--- config.mk ---
export PLATFORM = sky130hd
export DESIGN_NAME = art_timer
export DESIGN_NICKNAME = d
export VERILOG_FILES = /design/src/rtl/art_pkg.sv /design/src/rtl/art_srcsel.sv /design/src/rtl/art_prescale.sv /design/src/rtl/art_counter.sv /design/src/rtl/art_timer.sv
export SDC_FILE = /design/constraint.sdc
export NUM_CORES = 1
export LEC_CHECK = 0
export ABC_AREA = 1
export BUFFER_PORTS_ARGS = -buffer_cell sky130_fd_sc_hd__buf_2
export CAP_MARGIN = 40
export CORE_MARGIN = 2
export CORE_UTILIZATION = 40
export CTS_CLUSTER_DIAMETER = 200
export DETAILED_ROUTE_END_ITERATION = 10
export PLACE_DENSITY = 0.6
export SETUP_SLACK_MARGIN = 0.4
export SYNTH_ARGS = -nofsm -noshare
export SYNTH_HDL_FRONTEND = slang
export SYNTH_HIERARCHICAL = 1
export SYNTH_SLANG_ARGS = --single-unit
export TNS_END_PERCENT = 50
--- constraint.sdc ---
create_clock -name clk -period 2.1 [get_ports clk]
set_clock_uncertainty 0.15 [all_clocks]
set_input_delay 0.315 -clock clk [delete_from_list [all_inputs] [get_ports clk]]
set_output_delay 0.315 -clock clk [all_outputs]
set_load 0.01 [all_outputs]
--- src/rtl/art_pkg.sv ---
package art_pkg;
  localparam int unsigned DW  = 8;             // data / counter width
  localparam int unsigned CW  = 3;             // prescaler code width
  localparam int unsigned AW  = 3;             // register index width
  localparam int unsigned PW  = (1 << CW) - 1; // prescaler counter width

  typedef enum logic [1:0] {
    SRC_CORE = 2'b00,
    SRC_DIV3 = 2'b01,
    SRC_PIN  = 2'b10,
    SRC_OFF  = 2'b11
  } src_e;

  localparam logic [AW-1:0] IX_CTRL  = 3'd0;
  localparam logic [AW-1:0] IX_RELD  = 3'd1;
  localparam logic [AW-1:0] IX_CMP   = 3'd2;
  localparam logic [AW-1:0] IX_CNT   = 3'd3;
  localparam logic [AW-1:0] IX_FLAGS = 3'd4;

  localparam logic [DW-1:0] CTRL_WMASK = 8'hEF; // bit 4 reserved

  // Low 'code' bits set.
  function automatic logic [PW-1:0] tap_mask(input logic [CW-1:0] code);
    return ~({PW{1'b1}} << code);
  endfunction

  // True when the prescaler sits on the last step of a 2^code period.
  function automatic logic tap_hit(input logic [PW-1:0] pc, input logic [CW-1:0] code);
    return &(pc | ~tap_mask(code));
  endfunction
endpackage

--- src/rtl/art_srcsel.sv ---
module art_srcsel
  import art_pkg::*;
#(
  parameter int unsigned SYNC_STAGES = 2
) (
  input  logic clk,
  input  logic rst_n,
  input  logic ext_in,
  input  src_e sel,
  output logic src_tick,
  output logic ext_rise,
  output logic ext_fall
);
  localparam int unsigned SH = SYNC_STAGES + 1;

  logic [SH-1:0] sh_q;
  logic [1:0]    m3_q;
  logic          div3_pulse;

  always_ff @(posedge clk) begin
    if (!rst_n) sh_q[0] <= 1'b0;
    else        sh_q[0] <= ext_in;
  end

  for (genvar i = 1; i < SH; i++) begin : g_sync
    always_ff @(posedge clk) begin
      if (!rst_n) sh_q[i] <= 1'b0;
      else        sh_q[i] <= sh_q[i-1];
    end
  end

  assign ext_rise = sh_q[SH-2] & ~sh_q[SH-1];
  assign ext_fall = ~sh_q[SH-2] & sh_q[SH-1];

  always_ff @(posedge clk) begin
    if (!rst_n)          m3_q <= 2'd0;
    else if (div3_pulse) m3_q <= 2'd0;
    else                 m3_q <= m3_q + 2'd1;
  end
  assign div3_pulse = (m3_q == 2'd2);

  always_comb begin
    unique case (sel)
      SRC_CORE: src_tick = 1'b1;
      SRC_DIV3: src_tick = div3_pulse;
      SRC_PIN:  src_tick = ext_rise;
      default:  src_tick = 1'b0;
    endcase
  end
endmodule

--- src/rtl/art_prescale.sv ---
module art_prescale
  import art_pkg::*;
(
  input  logic          clk,
  input  logic          rst_n,
  input  logic          src_tick,
  input  logic [CW-1:0] code,
  output logic          tick
);
  logic [PW-1:0] pc_q;

  always_ff @(posedge clk) begin
    if (!rst_n)        pc_q <= '0;
    else if (src_tick) pc_q <= pc_q + 1'b1;
  end

  assign tick = src_tick & tap_hit(pc_q, code);
endmodule

--- src/rtl/art_counter.sv ---
module art_counter
  import art_pkg::*;
(
  input  logic          clk,
  input  logic          rst_n,
  input  logic          ld_wr,
  input  logic [DW-1:0] ld_data,
  input  logic          edge_ev,
  input  logic          tick,
  input  logic [DW-1:0] reload,
  output logic [DW-1:0] count,
  output logic          wrap
);
  localparam logic [DW-1:0] MAXV = '1;

  // No reset: the live count is retained across system reset.
  always_ff @(posedge clk) begin
    if (ld_wr)        count <= ld_data;
    else if (rst_n) begin
      if (edge_ev)    count <= reload;
      else if (tick)  count <= (count == MAXV) ? reload : count + 1'b1;
    end
  end

  assign wrap = rst_n & ~ld_wr & ~edge_ev & tick & (count == MAXV);
endmodule

--- src/rtl/art_timer.sv ---
module art_timer
  import art_pkg::*;
#(
  parameter int unsigned SYNC_STAGES = 2
) (
  input  logic          clk,
  input  logic          rst_n,
  input  logic          wr_en,
  input  logic [AW-1:0] addr,
  input  logic [DW-1:0] wdata,
  output logic [DW-1:0] rdata,
  input  logic          ext_in,
  output logic          cmp_hit,
  output logic          cmp_flag,
  output logic          ovf_flag
);
  logic [DW-1:0] ctrl_q, reload_q, cmp_q, count;
  logic          src_tick, ext_rise, ext_fall, tick, wrap, edge_ev;
  logic          ld_wr, clr_ovf, clr_cmp;
  src_e          src_sel;
  logic [CW-1:0] ps_code;

  assign src_sel = src_e'(ctrl_q[1:0]);
  assign ps_code = ctrl_q[7:5];
  assign ld_wr   = wr_en & (addr == IX_CNT);
  assign clr_ovf = wr_en & (addr == IX_FLAGS) & wdata[0];
  assign clr_cmp = wr_en & (addr == IX_FLAGS) & wdata[1];
  assign edge_ev = ctrl_q[2] & (ctrl_q[3] ? ext_fall : ext_rise);
  assign cmp_hit = (count == cmp_q);

  art_srcsel #(.SYNC_STAGES(SYNC_STAGES)) u_src (
    .clk(clk), .rst_n(rst_n), .ext_in(ext_in), .sel(src_sel),
    .src_tick(src_tick), .ext_rise(ext_rise), .ext_fall(ext_fall)
  );

  art_prescale u_ps (
    .clk(clk), .rst_n(rst_n), .src_tick(src_tick), .code(ps_code), .tick(tick)
  );

  art_counter u_cnt (
    .clk(clk), .rst_n(rst_n), .ld_wr(ld_wr), .ld_data(wdata), .edge_ev(edge_ev),
    .tick(tick), .reload(reload_q), .count(count), .wrap(wrap)
  );

  always_ff @(posedge clk) begin
    if (!rst_n) begin
      ctrl_q   <= '0;
      reload_q <= '0;
      cmp_q    <= '0;
      ovf_flag <= 1'b0;
      cmp_flag <= 1'b0;
    end else begin
      if (wr_en && addr == IX_CTRL) ctrl_q   <= wdata & CTRL_WMASK;
      if (wr_en && addr == IX_RELD) reload_q <= wdata;
      if (wr_en && addr == IX_CMP)  cmp_q    <= wdata;
      ovf_flag <= wrap    | (ovf_flag & ~clr_ovf);
      cmp_flag <= cmp_hit | (cmp_flag & ~clr_cmp);
    end
  end

  always_comb begin
    unique case (addr)
      IX_CTRL:  rdata = ctrl_q;
      IX_RELD:  rdata = reload_q;
      IX_CMP:   rdata = cmp_q;
      IX_CNT:   rdata = count;
      IX_FLAGS: rdata = {{(DW-2){1'b0}}, cmp_flag, ovf_flag};
      default:  rdata = '0;
    endcase
  end
endmodule

==> summary.md <==
| Metric | Value |
|---|---|
| Status | `finished, final reports clean` |
| Initial antenna violation count | `0` |
| Detailed placement HPWL | `4840 um` |
| Hold Crit Endpoint | `u_src/sh_q[0]` |
| Final hold vios | `0` |
| Min Tclk post-route | `1.92 ns` |
| Crit. End Element | `primary output` |
| Peak Freq | `520 MHz` |
| Clock Latency Late Sink | `0.30 ns` |
| Synth warn | `6` |
| Core area | `5990 um2` |
| Pwr Total | `2020 uW` |
| Synth Cell Area | `2510 um2` |
| First-pass GRT wire length | `11000 um` |
| CP max stage cell | `edfxtp_1` |
| Vias in the first global route | `2268` |
| Worst hold start | `ext_in` |
| Routed Antenna Nets | `0` |
| DP Area | `2780 um2` |
| Pre-CTS WS | `0.133 ns` |
| Kind of critical path | `reg -> out` |
| Fin Setup TNS | `0 ns` |
| Largest family of logic cells by synthesized area | `simple AND/OR/NAND/NOR gates` |
| Commonest non-fill, non-tap cell in the layout | `nand2_1` |
| Worst setup margin | `0.178 ns` |
| Crit-path max cell delay | `0.44 ns` |
| Slew Limit Fails | `0` |
| Max H-tree Level | `2` |
| Finish-stage setup viols | `0` |
| DRC errors left | `0` |
| Synth Area in XOR/XNOR | `2.44%` |
| Routability cong. | `0.894` |
| Die height | `83.2 um` |
| Clk buf depth | `2` |
| Period utilization | `91.5%` |
| Critical Path Fanout Max | `2` |
| RR Endpoint | `u_cnt/count[4]` |
| Synth Area in Adders | `1.50%` |
| Syn nets | `389` |
| CP startpoint kind | `flip-flop` |
| RSZ-0062 raised after global routing | `yes` |
| Commonest cells after routing, fill and taps aside | `nand2_1 (107), inv_1 (38), dfxtp_1 (34)` |
| Design Area, Final | `3120 um2` |
| Layout area overhead | `24.2%` |
| Width of the die | `83.2 um` |
| Nets | `440` |
| CP Data Arrival Time | `1.46 ns` |
| Row count | `28` |
| Port buffer count | `25` |
| Cell Pwr Density | `648 nW/um2` |
| # fillers | `615` |
| Via count | `2508` |
| Layout cell share with drive strength beyond 1 | `25.1%` |
| Largest net degree at the start of global routing | `19` |
| Reg2reg start | `u_cnt/count[1]` |
| Grt total ovfl | `0` |
| Iter 0 DRT Violations | `151` |
| Relative slew slack | `62.7%` |
| GRT Util Overall | `19.4%` |
| Routed WL per cell | `13.4 um` |
| Max-capacitance violation count | `0` |
| Full die area | `6920 um2` |
| Worst min-delay path class | `in -> reg` |
| Root Driver | `clkbuf_8` |
| #FFs+latches synth | `45` |
| Sequential share of the synthesized area | `39.1%` |
| Worst path top cell family by delay | `flip-flops` |
| CP most frequent cell | `nand2_1` |
| First drt pass iteration count | `4` |
| Critical path, cell by cell | `xnor2_1 > nand2_1 > nor2_2 > nand2_1 > inv_1 > buf_2` |
| Clock sink count | `45` |
| CP required | `1.63 ns` |
| CP bufs+invs | `2` |
| Proportion of synthesized area in mux cells | `0%` |
| Reg clk slew, reported paths | `0.09 ns` |
| VDD IR max | `0.000341 V` |
| Pleak | `0.00137 uW` |
| Yosys cell types | `30` |
| WL final | `6660 um` |
| Fraction of the mapped netlist area in simple logic gates | `36.6%` |
| Post-synthesis average cell area | `6.77 um2` |
| Synth Area in Compound Gates | `11.8%` |
| Num ports | `26` |
| Gate Count Post-Synth | `371` |
| CTS Buf Count | `5` |
| Hold Path Depth | `3` |
| DR vias/cell | `5.04` |
| Register-to-register setup slack | `0.21 ns` |
| Reg2reg path depth | `10` |
| Worst slew pin tran | `0.560 ns` |
| Initial core utilization | `41.9%` |
| CTS tree | `yes` |
| Antenna cells | `0` |
-- area by class of cell --
| type | count | area (um2) | area share (%) |
|---|---|---|---|
| multi-input combinational | 272 | 1440 | 46.1 |
| inverter | 48 | 180 | 5.78 |
| clock buffer | 6 | 72.6 | 2.33 |
| tap | 75 | 93.8 | 3.01 |
| timing repair buffer | 50 | 337 | 10.8 |
| clock inverter | 2 | 12.5 | 0.401 |
| sequential | 45 | 985 | 31.6 |
-- repair_timing --
action	in CTS	in global routing
pin swaps	12	19
endpoints found under the setup margin	24	28
setup buffers	12	6
resized for setup	8	26
hold buffers	0	0
-- sequential cells by signal, summed over array words and instances, names as in the netlist, 2 cells and up --
signal and cells:
u_ps/pc_q 7, u_src/m3_q 2, cmp_q 8, u_cnt/count 8, ctrl_q 7, u_src/sh_q 3
reload_q 8
-- logic make-up after synthesis --
family,count (synthesis)
buf+inv,54
simple gates,207
xor+xnor,7
fa+ha+maj,3
compound gates,55
flops,45
-- worst reg2reg max path: stages (launching register included) --
cell,delay [ns]
edfxtp_1,0.46
buf_4,0.17
buf_6,0.11
ha_4,0.16
nand2_4,0.07
nor2_4,0.06
a21oi_4,0.20
buf_4,0.13
nor2_1,0.03
nor2_1,0.08
nor2_1,0.05
-- synth_stat cells, drive strengths merged --
library cell,count,area [um2]
xnor2,6,52.6
nand3,35,175
dfxtp,37,741
nand3b,3,22.5
inv,47,176
nand4,5,31.3
ha,3,37.5
o21bai,2,15.0
buf,5,31.3
xor2,1,8.76
clkbuf,1,3.75
nor2,37,169
nor3,5,41.3
o2111ai,1,8.76
o221ai,1,8.76
nand2,122,480
a21oi,32,168
clkinv,1,3.75
o21ai,19,95.1
edfxtp,8,240
-- report_power, final --
part           total (uW)  internal [uW]  switching [uW]
logic                 470            206             265
clock network         540            237             303
registers            1010            948            61.1
-- per-stage QoR --
| stage | hold slack (ns) | cells | util [%] |
|---|---|---|---|
| after floorplan | 0.240 | 371 | - |
| after global placement | 0.244 | 472 | 46.4 |
| after detailed placement | 0.250 | 472 | 46.4 |
| after CTS | 0.0302 | 492 | 49.7 |
| after global routing | 0.0395 | 498 | 52.0 |
| final | 0.0469 | 498 | 52.0 |
-- worst max path at each step --
stage / from / end / slack, ns / cells past startpoint
3_5_place_dp: u_src/m3_q[0] / u_cnt/count[6] / 0.13 / 14
6_report: u_cnt/count[7] / cmp_hit / 0.18 / 6
5_1_grt: u_src/m3_q[0] / ovf_flag / 0.08 / 16
4_1_cts: u_src/m3_q[0] / u_cnt/count[2] / 0.21 / 14
2_1_floorplan: u_src/m3_q[0] / u_cnt/count[0] / 0.32 / 14
3_3_place_gp: u_src/m3_q[0] / u_cnt/count[1] / 0.16 / 14
-- per-layer routing --
layer	vias up	GRT usage, %	part of all wire [%]
met4	0	6.11	1.8
met1	1150	26.3	45
li1	1292	-	-
met2	55	31.7	48
met5	-	0	0
met3	11	3.18	4.7
Power figures use the tool's default switching activity.
